## src/rtl/i2c_byte_slave.sv

```systemverilog
module i2c_byte_slave #(
  parameter int SYNC_STAGES = 2
) (
  input  logic       clk,
  input  logic       rst_n,
  input  logic       scl_in,
  input  logic       sda_in,
  output logic       sda_pull,
  input  logic       host_we,
  input  logic [1:0] host_addr,
  input  logic [7:0] host_wdata,
  output logic [7:0] host_rdata
);
  typedef enum logic [2:0] {S_IDLE, S_ADDR, S_AACK, S_RX, S_RACK, S_TX, S_TACK, S_WAIT} st_t;

  st_t st;
  logic [SYNC_STAGES-1:0] scl_sh, sda_sh;
  logic scl_q, sda_q;
  logic [6:0] own_addr;
  logic tx_mode, txak_bit, matched, rw_bit, rxak, pend;
  logic [7:0] data_r, sh;
  logic [3:0] cnt;

  wire scl_s = scl_sh[SYNC_STAGES-1];
  wire sda_s = sda_sh[SYNC_STAGES-1];
  wire scl_rise = scl_s & ~scl_q;
  wire scl_fall = ~scl_s & scl_q;
  wire start_c = scl_s & scl_q & sda_q & ~sda_s;
  wire stop_c  = scl_s & scl_q & ~sda_q & sda_s;
  wire ctl_wr  = host_we && host_addr == 2'd1;

  always_ff @(posedge clk or negedge rst_n)
    if (!rst_n) begin
      scl_sh <= '1;
      sda_sh <= '1;
      scl_q  <= 1'b1;
      sda_q  <= 1'b1;
    end else begin
      scl_sh <= {scl_sh[SYNC_STAGES-2:0], scl_in};
      sda_sh <= {sda_sh[SYNC_STAGES-2:0], sda_in};
      scl_q  <= scl_s;
      sda_q  <= sda_s;
    end

  always_ff @(posedge clk or negedge rst_n)
    if (!rst_n) begin
      st <= S_IDLE;
      own_addr <= '0;
      tx_mode <= 1'b0;
      txak_bit <= 1'b0;
      matched <= 1'b0;
      rw_bit <= 1'b0;
      rxak <= 1'b0;
      pend <= 1'b0;
      data_r <= '0;
      sh <= '0;
      cnt <= '0;
      sda_pull <= 1'b0;
    end else begin
      if (host_we && host_addr == 2'd0) own_addr <= host_wdata[6:0];
      if (ctl_wr) begin
        tx_mode <= host_wdata[0];
        txak_bit <= host_wdata[1];
        pend <= 1'b0;
      end
      if (host_we && host_addr == 2'd2) data_r <= host_wdata;

      if (start_c) begin
        st <= S_ADDR;
        cnt <= '0;
        matched <= 1'b0;
        sda_pull <= 1'b0;
      end else if (stop_c) begin
        st <= S_IDLE;
        matched <= 1'b0;
        sda_pull <= 1'b0;
      end else begin
        case (st)
          S_ADDR, S_RX:
            if (scl_rise) begin
              sh <= {sh[6:0], sda_s};
              cnt <= cnt + 4'd1;
            end else if (scl_fall && cnt == 4'd8) begin
              if (st == S_ADDR) begin
                if (sh[7:1] == own_addr) begin
                  st <= S_AACK;
                  sda_pull <= 1'b1;
                  matched <= 1'b1;
                  rw_bit <= sh[0];
                  pend <= 1'b1;
                end else begin
                  st <= S_WAIT;
                end
              end else begin
                data_r <= sh;
                pend <= 1'b1;
                st <= S_RACK;
                sda_pull <= ~txak_bit;
              end
            end
          S_AACK, S_RACK:
            if (scl_fall) begin
              cnt <= '0;
              if (st == S_AACK && tx_mode) begin
                st <= S_TX;
                sh <= data_r;
                sda_pull <= ~data_r[7];
              end else begin
                st <= S_RX;
                sda_pull <= 1'b0;
              end
            end
          S_TX:
            if (scl_rise) begin
              cnt <= cnt + 4'd1;
            end else if (scl_fall) begin
              if (cnt == 4'd8) begin
                st <= S_TACK;
                sda_pull <= 1'b0;
              end else begin
                sh <= {sh[6:0], 1'b0};
                sda_pull <= ~sh[6];
              end
            end
          S_TACK:
            if (scl_rise) begin
              rxak <= sda_s;
              pend <= 1'b1;
            end else if (scl_fall) begin
              cnt <= '0;
              if (!rxak) begin
                st <= S_TX;
                sh <= data_r;
                sda_pull <= ~data_r[7];
              end else begin
                st <= S_WAIT;
              end
            end
          default: ;
        endcase
      end
    end

  always_comb
    case (host_addr)
      2'd0: host_rdata = {1'b0, own_addr};
      2'd1: host_rdata = {pend, rxak, rw_bit, matched, 2'b00, txak_bit, tx_mode};
      2'd2: host_rdata = data_r;
      default: host_rdata = 8'h00;
    endcase

  a_r8_pull_moves_scl_low: assert property (@(posedge clk) disable iff (!rst_n)
    !$stable(sda_pull) |-> !$past(scl_s));
  a_r2_stop_clears_match: assert property (@(posedge clk) disable iff (!rst_n)
    stop_c |=> (!matched && st == S_IDLE && !sda_pull));
  a_r3_ack_needs_match: assert property (@(posedge clk) disable iff (!rst_n)
    (st == S_AACK) |-> (matched && sda_pull));
  a_r7_nack_releases: assert property (@(posedge clk) disable iff (!rst_n)
    (st == S_WAIT) |-> !sda_pull);
  a_r5_ack_level: assert property (@(posedge clk) disable iff (!rst_n)
    (st == S_RACK && $past(st) == S_RX) |-> (sda_pull == !$past(txak_bit)));
endmodule

```

## config.mk

```make
export PLATFORM = sky130hd
export DESIGN_NAME = i2c_byte_slave
export DESIGN_NICKNAME = d
export VERILOG_FILES = /design/src/rtl/i2c_byte_slave.sv
export SDC_FILE = /design/constraint.sdc
export NUM_CORES = 1
export LEC_CHECK = 0
export CAP_MARGIN = 0
export CORE_AREA = 5 5 69 71
export CTS_CLUSTER_SIZE = 20
export DETAILED_ROUTE_END_ITERATION = 12
export DIE_AREA = 0 0 74 76
export GPL_TIMING_DRIVEN = 0
export PLACE_DENSITY = 0.85
export SLEW_MARGIN = 20
export SYNTH_ARGS = -nofsm -noshare
export SYNTH_HDL_FRONTEND = slang
export SYNTH_SLANG_ARGS = --single-unit
export TNS_END_PERCENT = 100
```

## constraint.sdc

```tcl
create_clock -name clk -period 4 [get_ports clk]
set_input_delay 0.8 -clock clk [delete_from_list [all_inputs] [get_ports clk]]
set_output_delay 0.8 -clock clk [all_outputs]
set_load 0.01 [all_outputs]
```

# Word level (Yosys, flattened, before mapping)
# Cells that the tools add are included.
# word_totals
ff_bits	43
input_bits	15
# op_classes
addsub	1
n_eq_ne	33
muxes	69
n_bitwise	17
reduce_logical	23
# ops
cell	n
2-to-1 mux 8 bit	16
2-to-1 mux 3 bit	13
!= test 4 bit, second input constant	9
case mux 8 bit (4 select lines)	1
2-to-1 mux 1 bit	28
case mux 8 bit (3 select lines)	1
2-to-1 mux 4 bit	5
!= test 2 bit, second input constant	10
case mux 3 bit (4 select lines)	1
case mux 4 bit (3 select lines)	1
AND reduction 12 bit	1
nonzero test 3 bit	4
inverter 1 bit	10
AND reduction 10 bit	1
== test 3 bit, second input constant	3
AND reduction 9 bit	1
AND reduction 4 bit	2
nonzero test 4 bit	2
bitwise AND 1 bit	7
== test 7 bit	1
AND reduction 7 bit	1
== test 3 x 2 -> 1 bit, second input constant	2
!= test 3 x 1 -> 1 bit, second input constant	2
nonzero test 6 bit	1
15 further kinds	20

# Longest topological paths before layout
# Gate-level depths: netlist of the first run.
# depth
depth_word	10
ltp_mapped	8

# Worst setup path before layout of the first run
# No wires, ideal clock.
# synth_path
path_type	input port to output port
start	input port host_addr[0]
end	output port host_rdata[0]
arrival_time_ps	1594
path_slack_ps	1606
stages	5
path_buffers	2
path_cell_list	clkbuf_1 > nor2b_1 > clkbuf_1 > nand2_1 > o21ai_0
# synth_between
elab_chain_cells	2
word_cells_on_any_way	4
classes_between	2 x eq/ne; 1 x mux; 1 x reduce/logical
# synth_lines
element	line_no	text
from (decl)	10	input logic [1:0] host_addr,
== test 2 bit (tied with other cells)	145	case (host_addr)
case mux 8 bit (3 select lines) *	145	
to (decl)	12	output logic [7:0] host_rdata
# Mark *: on every way between the ends. The rest lies on a longest branch, timed or not.

# Worst setup path in the final report of the first run
# layout_path
start	input port host_addr[0]
end	output port host_rdata[6]
# Same word-level chain as after synthesis.

==> flow_metrics.env, run 1 <==
export IMPL_period_share_pct=81.0
export IMPL_register_area_sq_um=1080
export IMPL_clk_path_buf_depth=2
export IMPL_drt_wl_total_um=5260
export IMPL_wl_per_cell_um=17.1
export IMPL_fin_tns_setup_ns=0
export IMPL_cts_tree="built"
export IMPL_end_kind="output port"
export IMPL_grt_usage_pct=20.2
export IMPL_clock_fmax_ghz=0.309
export IMPL_slew_headroom_pct=51.3
export IMPL_synth_seq_cells=43
export IMPL_path_class="input port to output port"
export IMPL_required_ns=3.20
export IMPL_io_buffers=21
export IMPL_irDropWorstVdd_mv=0.307
export IMPL_grt_pass1_wl_um=8830
export IMPL_clock_skew_ns=0.00895
export IMPL_synth_distinct_cells=42
export IMPL_arrival_ns=2.44
export IMPL_fin_crit_ns=3.24
export IMPL_ios=24
export IMPL_worst_pin_slew_ns=0.728
export IMPL_p_leak_nw=1.25
export IMPL_setup_ws_ns=0.759
export IMPL_mostFrequentLayoutCells="dfrtp_1, mux2_2, clkdlybuf4s50_1, nor2_1, nand2_1"
export IMPL_final_nets=271
export IMPL_synth_edf_count=0
export IMPL_num_fill_cells=315
export IMPL_gp_congestion=0.924
export IMPL_clock_root_buffer="clkbuf_8"
export IMPL_clkTransAtPathRegs_ns=0.07
export IMPL_cts_made_buffers=5
export IMPL_synth_area_leaders="dfrtp_1, mux2_2, mux2i_1, dfstp_2, mux2_4"
export IMPL_yosys_area_top_type="dfrtp_1"
export IMPL_slew_viol_final=0
export IMPL_rsz0062_at_grt="no"
export IMPL_core_area_sq_um=4170
export IMPL_clkLatencyLatePin_ns=0.30
export IMPL_post_cts_repair_setup_buffers=0
export IMPL_placed_cells=299
export IMPL_fp_row_count=24
export IMPL_start_util_pct=57.0
export IMPL_cts_hold_buf=0
export IMPL_grt_pass1_vias=1795
export IMPL_layout_drive_gt1_share_pct=20.4
export IMPL_ys_async_sr_fraction_pct=100
export IMPL_antenna_left=0
export IMPL_p_per_area_nw_per_um2=641
export IMPL_setup_violations=0
export IMPL_syn_mean_instance_area_sq_um=10.6
export IMPL_total_power_w=0.00178
export IMPL_drt_iter0_drc=141
export IMPL_hold_class="flop to flop"
export IMPL_fin_cells=307
export IMPL_cp_max_fo=10
export IMPL_final_common_cell="dfrtp_1"
export IMPL_syn_inst=225
export IMPL_die_height_um=76
export IMPL_dr_pass1_iters=4
export IMPL_netlist_area_leader_share_pct=38.9
export IMPL_antenna_found_initial=0
export IMPL_die_area_sq_um=5620
export IMPL_diodes=0
export IMPL_synth_area_sq_um=2380
export IMPL_cts_max_level=2
export IMPL_cts_sinks=43
export IMPL_start_kind="input port"
export IMPL_synth_flop_cell="dfrtp_1"
export IMPL_die_w_um=74
export IMPL_drcViolationCount=0
export IMPL_gr_total_overflow=0
export IMPL_dp_slack_ns=0.775
export IMPL_multi_input_area_sq_um=1220
export IMPL_syn_nets=242
export IMPL_timing_final_hold_violations=0
export IMPL_yosysSeqAreaShare_pct=45.6
export IMPL_area_growth_pct=17.0
export IMPL_synth_warnings=0
export IMPL_hpwl_um=3690
export IMPL_cts_resized=0
export IMPL_viasPerCell=5.90
export IMPL_grt_max_degree=25
export IMPL_vias=1811
export IMPL_status="finished clean"
export IMPL_drv_cap=0
## logic make-up (layout without fill, tap and decap cells)
kind of cell | after synthesis | count (layout) | synth area share (%)
AOI/OAI and AO/OA | 45 | 45 | 11.4
and+or+nand+nor | 67 | 67 | 14.4
DFF | 43 | 43 | 45.6
buffers and inverters | 15 | 45 | 2.95
xor gates and xnor gates | 8 | 8 | 2.95
adders and majority gates | 2 | 2 | 1.05
muxes | 45 | 45 | 21.7
## per-stage QoR
step / hold WS (ns) / cell area (sq um) / utilization [%]
after floorplan: 0.345 / 2380 / -
after global placement: 0.346 / 2650 / 63.6
after detailed placement: 0.347 / 2680 / 64.1
after CTS: 0.358 / 2780 / 66.7
after global routing: 0.360 / 2780 / 66.7
final: 0.357 / 2780 / 66.7
## cell type report
class | count | area share, %
Multi-Input combinational cell | 167 | 44.0
Sequential cell | 43 | 38.9
Timing Repair Buffer | 22 | 8.36
Clock buffer | 7 | 2.74
Tap cell | 52 | 2.34
Buffer | 9 | 1.71
Clock inverter | 1 | 1.08
Inverter | 6 | 0.809
## worst max-delay path, stage by stage
cell             delay [ns]
clkbuf_1               0.34
nor2b_1                0.19
clkbuf_1               0.29
nand2_1                0.10
o21ai_0                0.12
clkdlybuf4s50_1        0.59
## routing by layer
layer	up-vias	wire length (um)	global-route usage, %
met3	13	203	3.30
met1	904	2380	28.0
li1	856	-	-
met2	38	2560	31.3
met4	0	112	7.61
met5	-	0	0
## cell usage after synthesis, types with 3 or more instances
cell      instances
buf_2             5
inv_1             6
nor2_1           18
dfrtp_1          37
nand2_1          17
o21ai_0          16
xnor2_1           4
mux2_4            8
a21oi_1          14
nand3_1           9
dfstp_2           6
xor2_1            4
mux2_2           20
o21ai_1           3
nor2b_1           6
mux2i_1          16
clkbuf_1          3
## final timing paths
check	from	to	slack [ns]	cells past startpoint
min in group asynchronous	rst_n	st[1]	0.49	1
min reg2reg	sda_sh[0]	sda_sh[1]	0.36	0
max reg2reg	cnt[1]	data_r[6]	1.96	8
max	host_addr[0]	host_rdata[6]	0.76	6
max in group asynchronous	rst_n	scl_q	2.92	2
min	sda_sh[0]	sda_sh[1]	0.36	0
## power breakdown
part | total (W) | internal (W) | switching, W
Combinational | 0.000761 | 0.000409 | 0.000352
Sequential | 0.000688 | 0.000558 | 0.000131
Clock | 0.000334 | 0.000187 | 0.000147
## sequential cells by signal, summed over array words and instances (netlist names)
name	count
data_r	8
sh	8
own_addr	7
cnt	4
st	3
scl_sh	2
sda_sh	2
matched	1
pend	1
rw_bit	1
rxak	1
scl_q	1
sda_pull	1
sda_q	1
tx_mode	1
txak_bit	1
Power figures use the tool's default switching activity.
==> run 2: changes to the inputs <==
Settings changed: CORE_AREA 5 5 69 71 to 5 5 75 77, DIE_AREA 0 0 74 76 to 0 0 80 82, PLACE_DENSITY 0.85 to 0.76.
Clock period 4 ns to 2.9 ns, I/O delays scaled along.
==> flow_metrics.env, run 2 (synthesis results as in run 1) <==
export IMPL_status="finished clean"
export IMPL_final_util_pct=56.4
export IMPL_timing_final_hold_violations=0
export IMPL_drt_iter0_drc=88
export IMPL_p_leak_nw=1.25
export IMPL_grt_max_degree=30
export IMPL_clkTransAtPathRegs_ns=0.08
export IMPL_dr_pass1_iters=4
export IMPL_cts_hold_buf=0
export IMPL_end_kind="output port"
export IMPL_period_share_pct=91.2
export IMPL_drv_cap=0
export IMPL_cp_max_fo=10
export IMPL_core_area_sq_um=4940
export IMPL_clock_fmax_ghz=0.378
export IMPL_grt_usage_pct=17.4
export IMPL_wl_per_cell_um=15.5
export IMPL_setup_violations=0
export IMPL_register_area_sq_um=1080
export IMPL_final_nets=271
export IMPL_multi_input_area_sq_um=1220
export IMPL_cts_resized=0
export IMPL_clock_root_buffer="clkbuf_8"
export IMPL_die_height_um=82
export IMPL_drt_wl_total_um=5050
export IMPL_p_per_area_nw_per_um2=852
export IMPL_gr_total_overflow=0
export IMPL_grt_pass1_vias=1759
export IMPL_clock_skew_ns=0.00936
export IMPL_start_util_pct=48.1
export IMPL_arrival_ns=2.06
export IMPL_diodes=0
export IMPL_gp_congestion=0.854
export IMPL_fin_tns_setup_ns=0
export IMPL_grt_pass1_wl_um=8800
export IMPL_cts_sinks=43
export IMPL_post_cts_repair_setup_buffers=0
export IMPL_io_buffers=21
export IMPL_slew_headroom_pct=55.4
export IMPL_num_fill_cells=436
export IMPL_die_area_sq_um=6560
export IMPL_drcViolationCount=0
export IMPL_antenna_found_initial=0
export IMPL_cts_made_buffers=5
export IMPL_hpwl_um=3730
export IMPL_rsz0062_at_grt="no"
export IMPL_clkLatencyLatePin_ns=0.30
export IMPL_path_class="input port to output port"
export IMPL_hold_class="input port to async pin"
export IMPL_required_ns=2.32
export IMPL_top_regs="data_r x8, sh x8, own_addr x7"
export IMPL_mostFrequentLayoutCells="dfrtp_1, mux2_2, clkdlybuf4s50_1, nor2_1, nand2_1"
export IMPL_die_w_um=80
export IMPL_viasPerCell=5.50
export IMPL_layout_drive_gt1_share_pct=21.2
export IMPL_fin_crit_ns=2.64
export IMPL_antenna_left=0
export IMPL_worst_pin_slew_ns=0.666
export IMPL_clk_path_buf_depth=2
export IMPL_start_kind="input port"
export IMPL_irDropWorstVdd_mv=0.288
export IMPL_cts_tree="built"
export IMPL_cts_max_level=2
export IMPL_fp_row_count=26
export IMPL_final_common_cell="dfrtp_1"
export IMPL_ios=24
export IMPL_area_growth_pct=17.2
export IMPL_vias=1787
export IMPL_slew_viol_final=0
run 2: cell count changes in the layout (fill, tap and decap cells not counted):
cell / delta
clkinv_4: +1
buf_12: +1
clkbuf_2: +1
clkbuf_1: -2
buf_16: -1
bufinv_16: -1
clkbuf_8: +1
run 2: worst max-delay path: stages:
cell	delay, ns
clkbuf_2	0.21
nor2b_1	0.17
clkbuf_1	0.30
nand2_1	0.09
o21ai_0	0.12
clkdlybuf4s50_1	0.59
run 2: report_power, final:
group | total (W) | switching (W) | internal (W) | leakage [nW]
logic | 0.00103 | 0.000463 | 0.000564 | 0.684
registers | 0.000948 | 0.000178 | 0.000769 | 0.515
clock network | 0.000402 | 0.000207 | 0.000195 | 0.0484
run 2: through the flow:
step	power [W]	cell area [sq um]	setup WS, ns	hold WS (ns)	std cells
finish	0.00238	2790	0.255	0.183	325
global route	0.00254	2790	0.0997	0.199	325
CTS	0.00238	2790	0.0581	0.190	325
detailed placement	0.00198	2690	0.0727	0.347	317
global placement	0.00194	2680	0.119	0.346	316
floorplan	0.00171	2380	0.946	0.284	225
run 2: layout make-up:
class / instances / share of cell area, %
buffer: 9 / 1.75
multi-input combinational: 167 / 43.9
tap: 70 / 3.14
inverter: 6 / 0.808
clock buffer: 7 / 3.10
timing repair buffer: 22 / 8.08
clock inverter: 1 / 0.314
sequential: 43 / 38.9
run 2: layer usage:
| metal | up-vias | track usage, % | wire length, um |
|---|---|---|---|
| met5 | - | 0 | 0 |
| met4 | 0 | 5.41 | 72 |
| met3 | 8 | 3.29 | 191 |
| met2 | 34 | 27.8 | 2430 |
| met1 | 884 | 23.8 | 2360 |
| li1 | 861 | - | - |
run 2: path summary, 6_finish.rpt:
path | end | slack, ns | start | cells after the start
max in group asynchronous | sda_q | 2.16 | rst_n | 2
min in group clk | scl_sh[1] | 0.36 | scl_sh[0] | 0
setup reg to reg | data_r[2] | 0.89 | cnt[1] | 8
setup / recovery | host_rdata[6] | 0.26 | host_addr[0] | 6
hold / removal | data_r[2] | 0.18 | rst_n | 1
hold reg to reg | scl_sh[1] | 0.36 | scl_sh[0] | 0
